File: src/rtl/board_ctrl_pkg.sv
package board_ctrl_pkg;

    localparam int ADDR_W     = 8;
    localparam int DATA_W     = 32;
    localparam int N_IRQ      = 16;
    localparam int N_PLAIN    = 10;

    localparam logic [DATA_W-1:0] IRQ_KEEP_MASK = 32'h000F_EEFF;
    localparam logic [ADDR_W-1:0] OFF_ENABLE    = 8'hC0;
    localparam logic [ADDR_W-1:0] OFF_EVENT     = 8'hD0;

    // Offset of each plain storage register, by index.
    function automatic logic [ADDR_W-1:0] plain_off(input int idx);
        case (idx)
            0: return 8'h10;
            1: return 8'h14;
            2: return 8'h40;
            3: return 8'h60;
            4: return 8'h80;
            5: return 8'h84;
            6: return 8'h88;
            7: return 8'h90;
            8: return 8'hE0;
            default: return 8'hE4;
        endcase
    endfunction

    typedef struct packed {
        logic             hit;
        logic [N_IRQ-1:0] code;
        logic             lvl;
    } irq_evt_t;

endpackage

File: src/rtl/bc_reg_bank.sv
module bc_reg_bank
    import board_ctrl_pkg::*;
#(
    parameter int AW = ADDR_W,
    parameter int DW = DATA_W,
    parameter int NR = N_PLAIN
) (
    input  logic          clk,
    input  logic          rst,
    input  logic [AW-1:0] addr,
    input  logic          we,
    input  logic [DW-1:0] wdata,
    output logic          rd_hit,
    output logic [DW-1:0] rd_val
);

    logic [NR-1:0]         sel;
    logic [NR-1:0][DW-1:0] store_q;

    for (genvar g = 0; g < NR; g++) begin : g_slot
        assign sel[g] = (addr == AW'(plain_off(g)));

        always_ff @(posedge clk) begin
            if (rst) begin
                store_q[g] <= '0;
            end else if (we && sel[g]) begin
                store_q[g] <= wdata;
            end
        end
    end

    always_comb begin
        rd_val = '0;
        for (int k = 0; k < NR; k++) begin
            if (sel[k]) rd_val = rd_val | store_q[k];
        end
    end

    assign rd_hit = |sel;

endmodule

File: src/rtl/bc_irq_unit.sv
module bc_irq_unit
    import board_ctrl_pkg::*;
#(
    parameter int NI = N_IRQ
) (
    input  logic          clk,
    input  logic          rst,
    input  logic [NI-1:0] irq_in,
    input  logic [NI-1:0] en_bits,
    output irq_evt_t      evt
);

    logic [NI-1:0] prev_q;
    logic [NI-1:0] changed;
    logic [NI-1:0] armed;
    logic [NI-1:0] winner;

    always_ff @(posedge clk) begin
        if (rst) prev_q <= '0;
        else     prev_q <= irq_in;
    end

    assign changed = irq_in ^ prev_q;
    assign armed   = changed & en_bits;
    assign winner  = armed & (~armed + NI'(1));

    assign evt.hit  = |armed;
    assign evt.code = winner;
    assign evt.lvl  = |(winner & irq_in);

    a_r7_lowest_wins: assert property (@(posedge clk) disable iff (rst)
        evt.hit |-> ($onehot(evt.code) && ((armed & (evt.code - NI'(1))) == '0)));

endmodule

File: src/rtl/board_ctrl_hub.sv
module board_ctrl_hub
    import board_ctrl_pkg::*;
(
    input  logic                clk,
    input  logic                rst,
    input  logic [ADDR_W-1:0]   bus_addr,
    input  logic                bus_we,
    input  logic [DATA_W-1:0]   bus_wdata,
    output logic [DATA_W-1:0]   bus_rdata,
    input  logic [N_IRQ-1:0]    irq_in,
    output logic                irq_out
);

    logic [DATA_W-1:0] en_q;
    logic [DATA_W-1:0] ev_q;
    logic              bank_hit;
    logic [DATA_W-1:0] bank_val;
    logic [DATA_W-1:0] rd_mux;
    irq_evt_t          evt;
    logic              wr_en_reg;
    logic              wr_ev_reg;

    bc_reg_bank #(.AW(ADDR_W), .DW(DATA_W), .NR(N_PLAIN)) u_bank (
        .clk    (clk),
        .rst    (rst),
        .addr   (bus_addr),
        .we     (bus_we),
        .wdata  (bus_wdata),
        .rd_hit (bank_hit),
        .rd_val (bank_val)
    );

    bc_irq_unit #(.NI(N_IRQ)) u_irq (
        .clk     (clk),
        .rst     (rst),
        .irq_in  (irq_in),
        .en_bits (en_q[N_IRQ-1:0]),
        .evt     (evt)
    );

    assign wr_en_reg = bus_we && (bus_addr == OFF_ENABLE);
    assign wr_ev_reg = bus_we && (bus_addr == OFF_EVENT);

    always_comb begin
        if (bank_hit)                     rd_mux = bank_val;
        else if (bus_addr == OFF_ENABLE)  rd_mux = en_q;
        else if (bus_addr == OFF_EVENT)   rd_mux = ev_q;
        else                              rd_mux = '0;
    end

    always_ff @(posedge clk) begin
        if (rst) begin
            en_q      <= '0;
            ev_q      <= '0;
            irq_out   <= 1'b0;
            bus_rdata <= '0;
        end else begin
            bus_rdata <= rd_mux;
            if (wr_en_reg) en_q <= bus_wdata & IRQ_KEEP_MASK;
            if (evt.hit) begin
                ev_q    <= DATA_W'(evt.code);
                irq_out <= evt.lvl;
            end else if (wr_ev_reg) begin
                ev_q <= bus_wdata & IRQ_KEEP_MASK;
            end
        end
    end

    a_r3_event_masked: assert property (@(posedge clk) disable iff (rst)
        (ev_q & ~IRQ_KEEP_MASK) == '0);

    a_r4_event_onehot: assert property (@(posedge clk) disable iff (rst)
        evt.hit |=> $onehot(ev_q));

    a_r5_out_level: assert property (@(posedge clk) disable iff (rst)
        evt.hit |=> (irq_out == |($past(irq_in) & ev_q[N_IRQ-1:0])));

    a_r6_out_hold: assert property (@(posedge clk) disable iff (rst)
        !evt.hit |=> $stable(irq_out));

    a_r9_reset_clear: assert property (@(posedge clk)
        rst |=> (irq_out == 1'b0 && bus_rdata == '0));

endmodule

File: config.mk
export PLATFORM = sky130hd
export DESIGN_NAME = board_ctrl_hub
export DESIGN_NICKNAME = d
export VERILOG_FILES = /design/src/rtl/board_ctrl_pkg.sv /design/src/rtl/bc_reg_bank.sv /design/src/rtl/bc_irq_unit.sv /design/src/rtl/board_ctrl_hub.sv
export SDC_FILE = /design/constraint.sdc
export NUM_CORES = 1
export LEC_CHECK = 0
export BUFFER_PORTS_ARGS = -buffer_cell sky130_fd_sc_hd__buf_2
export CAP_MARGIN = 20
export CORE_ASPECT_RATIO = 0.6
export CORE_MARGIN = 4
export CORE_UTILIZATION = 40
export DETAILED_ROUTE_END_ITERATION = 8
export PLACE_DENSITY = 0.58
export SETUP_SLACK_MARGIN = 0.5
export SKIP_LAST_GASP = 1
export SYNTH_ARGS = -nofsm -noshare
export SYNTH_HDL_FRONTEND = slang
export SYNTH_SLANG_ARGS = --single-unit
File: constraint.sdc
create_clock -name clk -period 3.26 [get_ports clk]
set_input_delay 0.652 -clock clk [delete_from_list [all_inputs] [get_ports clk]]
set_output_delay 0.652 -clock clk [all_outputs]
set_load 0.005 [all_outputs]
=== Word level (Yosys, flattened, before mapping) ===
Index checks and enable logic that the tools add are counted.

* Flip-flop bits (word level): 407
* Input port bits: 59
* Logic and storage cells: 75
* Output and inout port bits: 33

* Equality and inequality tests: 12
* Multiplexer cells: 15
* Bitwise logic cells: 14
* Reductions and logical operators: 17
* $add $sub $neg: 1

{| class="wikitable"
|+ Operator list
! operator !! number
|-
| two-way mux 32 bit || 11
|-
| OR 32 bit || 9
|-
| equality test 8 bit (second input constant) || 8
|-
| bitwise AND 16 bit || 3
|-
| two-way mux 20 bit || 2
|-
| two-way mux 16 bit || 2
|-
| OR reduction 16 bit || 2
|-
| OR reduction 17 bit || 1
|-
| adder 16 x 1 -> 16 bit (second input constant) || 1
|-
| equality test 8 x 5 -> 1 bit (second input constant) || 2
|-
| equality test 8 x 7 -> 1 bit (second input constant) || 2
|-
| NOT 16 bit || 1
|-
| bitwise XOR 16 bit || 1
|-
| logical AND 1 bit || 12
|-
| OR reduction 10 bit || 1
|-
| nonzero test 2 bit || 1
|}

=== Longest topological paths before layout ===
* Depth after elaboration: 21
* Depth in mapped cells: 9

=== Hierarchy ===
Synthesis repeated with hierarchy kept, for this count alone.

* Cells, all modules: 2,308
* Area, all modules: 18,156.2 µm²

{| class="wikitable"
|+ Modules (own cells, without submodules)
! module !! area an instance (µm²) !! times used !! cells each !! seq. area each (µm²)
|-
| bc_reg_bank || 13,833.3 || 1 || 1,818 || 6,406.1
|-
| board_ctrl_hub || 3,238.1 || 1 || 349 || 1,421.4
|-
| bc_irq_unit || 1,084.8 || 1 || 141 || 320.3
|}

=== Worst setup path after synthesis ===
OpenSTA, ideal clock, no wires.

* Path kind: input -> register
* Start point: input port irq_in[0]
* End point: register ev_q[6]
* Required time: 3,129 ps
* Stages on the path: 8
* Arrival time: 2,377 ps
* Path slack: 752 ps
* Buffers on the path: 2
* Library setup time: 131 ps
* Cells stage by stage: xor2_1 -> a222oi_1 -> nand4_1 -> or3_1 -> buf_2 -> buf_2 -> nor3_1 -> nor3_2

* Longest elaborated chain between the ends: 6

{| class="wikitable"
|+ RTL lines
! item !! line !! source
|-
| start: declaration || board_ctrl_hub.sv:10 || <nowiki>input logic [N_IRQ-1:0] irq_in,</nowiki>
|-
| bitwise XOR 16 bit * || bc_irq_unit.sv:23 || <nowiki>assign changed = irq_in ^ prev_q;</nowiki>
|-
| bitwise AND 16 bit * || bc_irq_unit.sv:24 || <nowiki>assign armed = changed & en_bits;</nowiki>
|-
| NOT 16 bit || bc_irq_unit.sv:25 || <nowiki>assign winner = armed & (~armed + NI'(1));</nowiki>
|-
| adder 16 x 1 -> 16 bit || bc_irq_unit.sv:25 ||
|-
| bitwise AND 16 bit || bc_irq_unit.sv:25 ||
|-
| two-way mux 16 bit || board_ctrl_hub.sv:60 || <nowiki>if (evt.hit) begin</nowiki>
|-
| end signal: assignment || board_ctrl_hub.sv:61 || <nowiki>ev_q <= DATA_W'(evt.code);</nowiki>
|-
| end signal: assignment || board_ctrl_hub.sv:64 || <nowiki>ev_q <= bus_wdata & IRQ_KEEP_MASK;</nowiki>
|-
| end: declaration || board_ctrl_hub.sv:15 || <nowiki>logic [DATA_W-1:0] ev_q;</nowiki>
|}

Mark *: on every way between the ends. The rest lies on a longest branch, timed or not.
A chain may end at the register's enable or synchronous reset.

=== Worst setup path after layout ===
* Start point: register u_irq.prev_q[0]
* End point: register ev_q[6]

* Longest elaborated chain between the ends: 6

{| class="wikitable"
|+ RTL lines
! item !! line !! source
|-
| start: declaration || bc_irq_unit.sv:13 || <nowiki>logic [NI-1:0] prev_q;</nowiki>
|-
| start signal: assignment || bc_irq_unit.sv:20 || <nowiki>else prev_q <= irq_in;</nowiki>
|-
| bitwise XOR 16 bit * || bc_irq_unit.sv:23 ||
|-
| bitwise AND 16 bit * || bc_irq_unit.sv:24 ||
|-
| NOT 16 bit || bc_irq_unit.sv:25 ||
|-
| adder 16 x 1 -> 16 bit || bc_irq_unit.sv:25 ||
|-
| bitwise AND 16 bit || bc_irq_unit.sv:25 ||
|-
| two-way mux 16 bit || board_ctrl_hub.sv:60 ||
|}

Marks and branches as above.

==> summary.txt <==
Status
  – Status: completed

Min path
  – Min-Delay Path Class: in2reg
  – Hold-critical path depth: 2

Job
  – Max Cap Violations: 0

Die
  – Row cnt: 57
  – Core ar.: 41100 um2
  – Die Area: 45700 um2
  – Die Wd: about 270 um
  – Die Y: 167 um
  – Number of I/O pins: 92
  – Initial Utilization: ~41%

Placed design
  – Routability cong.: 0.878
  – Port buffer count: about 90
  – Post-DP Area: around 18000 um2
  – HPWL Detailed: approximately 35000 um
  – Placed cell count: 2708

Timing
  – Worst slew pin tran: just over 0.9 ns
  – Setup violators final: 0
  – Final Critical Period: about 2.5 ns
  – Max_slew headroom: between 30% and 40%
  – Skew final: around 0.0085 ns
  – Slew Viols, Final: 0
  – Final Hold Viols: 0
  – Total negative slack: 0 ns
  – Fmax: 0.396 GHz
  – Tcrit/Tclk final: between 70 and 80%
  – RSZ-0062 raised after global routing: no

Critical path
  – Worst endpoint required time: between 3 and 4 ns
  – End of the worst register-to-register path: ev_q[6]
  – WS Path Type: reg2reg
  – Worst Setup SP: u_irq.prev_q[0]
  – RR Startpoint: u_irq.prev_q[0]
  – Worst setup EP type: flip-flop
  – Worst reg-to-reg setup slack: about 0.74 ns
  – Crit Path Max Fanout: 15
  – Worst setup path endpoint: ev_q[6]
  – Worst Path Arrival: slightly below 3 ns
  – R2R depth: 7
  – Startpoint Class: flip-flop

Route
  – Wire length on met2: about 23000 um
  – First-pass iteration count of the detailed router: 7
  – Antenna-violating nets left: 0
  – Vias: between 15000 and 20000
  – Wire length per cell: a little under 20 um
  – Met1 WL: around 26000 um
  – Met3 wire len: about 4500 um
  – Drc violations: 0
  – Vias per std cell: around 5.5
  – DR iter-0 viols: approximately 1600
  – Top Layer Used: met4
  – Detailed Route WL: between 50000 and 60000 um

Power
  – Internal power: 7870 uW
  – Clock share of power: between 40 and 50%
  – Psw: roughly 2300 uW
  – Worst vdd ir: 322 uV
  – Sw frac: 22.6%
  – Gate power share: 3.9%
  – Sequential power share: between 40% and 50%
  – PD cells: 528 nW/um2
  – Pleak: ~0.0066 uW

Final layout
  – Post-layout util: a little under half
  – Layout area overhead: 14.2%
  – Fin cells: 2784
  – FILL cells: 3955
  – Layout cells sized above 1: 11.4%
  – Nets: between 2000 and 2500
  – Post-Layout Inst Area: ~19000 um2

Clock tree
  – TritonCTS clock tree: yes
  – CTS Root Cell: clkbuf_16
  – CTS Hold Bufs: 0
  – Clk_lat worst skew: 0.54 ns
  – Htree depth: 2
  – CTS buffer count: 40
  – Clock Sinks: 403
  – Post-CTS Setup Bufs: 0
  – Clock Path Buffers: 3
  – # resized after CTS: 0
  – Clock transition at the registers of the reported paths: about 0.070 ns

Synthesis
  – Cell types with the highest counts after synthesis: nand2_1, dfxtp_1, a21oi_1
  – Most used DFF post-synth: dfxtp_1
  – Post-Syn Instances: 2184
  – Yosys top cell area share: around 48%
  – Syn nets: 2243
  – Sequential share of the synthesized area: a little under half
  – Post-synth top area cell: dfxtp_1
  – FFs w/ async S/R, synth: 0%
  – #FFs+latches synth: roughly 400
  – Most common cell in the netlist: nand2_1
  – Netlist Area Pre-Place: 16900 um2
  – Area contributors post-synth: dfxtp_1, nand2_1, a21oi_1
  – Number of enable flip-flop cells after synthesis: 0
  – Post-synthesis average cell area: 7.73 um2
  – Ys Warns: 0
  – Library cells used by synthesis: 49

Global routing
  – GRT Util Overall: between 20 and 25%
  – Grt total ovfl: 0
  – Largest net degree at the start of global routing: between 100 and 150
  – Initial antenna violation count: 3
  – First-pass GRT wire length: between 80000 and 90000 um
  – Vias in the first global route: 14529
logic make-up after synthesis:
group	after synthesis	synth area share (%)
AOI/OAI and AO/OA	592	20.2
xor gates and xnor gates	14	0.726
buffers and inverters	209	4.82
DFF	403	47.8
muxes	94	5.69
and+or+nand+nor	872	20.8
power by group through the flow:
stage | Combinational (uW) | Sequential (uW) | Clock, uW
final | 398 | 4950 | 4830
after global routing | 425 | 4950 | 5110
after CTS | 392 | 4950 | 4900
after detailed placement | 391 | 5060 | 0
after global placement | 386 | 5060 | 0
after floorplan | 239 | 5060 | 0
registers in the layout, indices dropped and copies added (netlist names):
register,cells
u_bank.store_q,320
bus_rdata,32
en_q,18
ev_q,18
u_irq.prev_q,14
irq_out,1
stage by stage:
step / hold slack, ns / total power [uW] / setup WS [ns]
after CTS: 0.325 / 10200 / 0.776
final: 0.353 / 10200 / 0.736
after detailed placement: 0.443 / 5450 / 0.356
after global routing: 0.350 / 10500 / 0.552
after floorplan: 0.429 / 5300 / 0.752
after global placement: 0.437 / 5440 / 0.372
worst min-delay path by stage:
| stage | endpoint | startpoint | slack (ns) |
|---|---|---|---|
| after floorplan | en_q[19] | en_q[19] | 0.43 |
| after global placement | u_bank.store_q[118] | u_bank.store_q[118] | 0.44 |
| after detailed placement | u_bank.store_q[118] | u_bank.store_q[118] | 0.44 |
| after CTS | u_irq.prev_q[3] | irq_in[3] | 0.33 |
| after global routing | u_irq.prev_q[1] | irq_in[1] | 0.35 |
| final | u_irq.prev_q[3] | irq_in[3] | 0.35 |
layout by cell type, fill, tap and decap left out, drive strengths merged, types with 4 or more instances in the layout:
master / Yosys / routed
o2bb2ai: 19 / 19
nand2: 754 / 754
a22oi: 46 / 46
buf: 23 / 164
bufinv: 0 / 4
nor3: 20 / 20
mux2: 16 / 16
mux2i: 78 / 78
o22ai: 31 / 31
nor2b: 18 / 18
and2: 4 / 4
clkbuf: 177 / 62
xor2: 14 / 14
a221oi: 13 / 13
and3b: 5 / 5
o21ai: 33 / 33
a211oi: 21 / 21
nand3b: 8 / 8
dfxtp: 403 / 403
nand3: 8 / 8
nor2: 33 / 33
inv: 9 / 12
and3: 6 / 6
o22a: 6 / 6
a22o: 14 / 14
a21oi: 395 / 395
per-layer routing:
| layer | track usage [%] | vias to the layer above |
|---|---|---|
| li1 | - | 7376 |
| met1 | 35.6 | 7388 |
| met2 | 33.7 | 597 |
| met3 | 3.60 | 65 |
| met4 | 5.51 | 0 |
| met5 | 0 | - |
area by class of cell:
class / count / area [um2] / area share (%)
antenna: 3 / 7.51 / 0.0389
clock buffer: 62 / 1180 / 6.14
clock inverter: 11 / 171 / 0.889
inverter: 9 / 33.8 / 0.175
multi-input combinational: 1572 / 8040 / 41.7
sequential: 403 / 8070 / 41.8
tap: 560 / 701 / 3.63
timing repair buffer: 164 / 1080 / 5.61
critical path: stages (launching register included):
cell      delay [ns]
dfxtp_1         0.32
xor2_1          0.17
a222oi_1        0.58
nand4_1         0.36
or3_1           0.47
buf_4           0.21
nor3_1          0.23
nor3_2          0.06
Note: power is estimated with default switching activity, not from simulation.
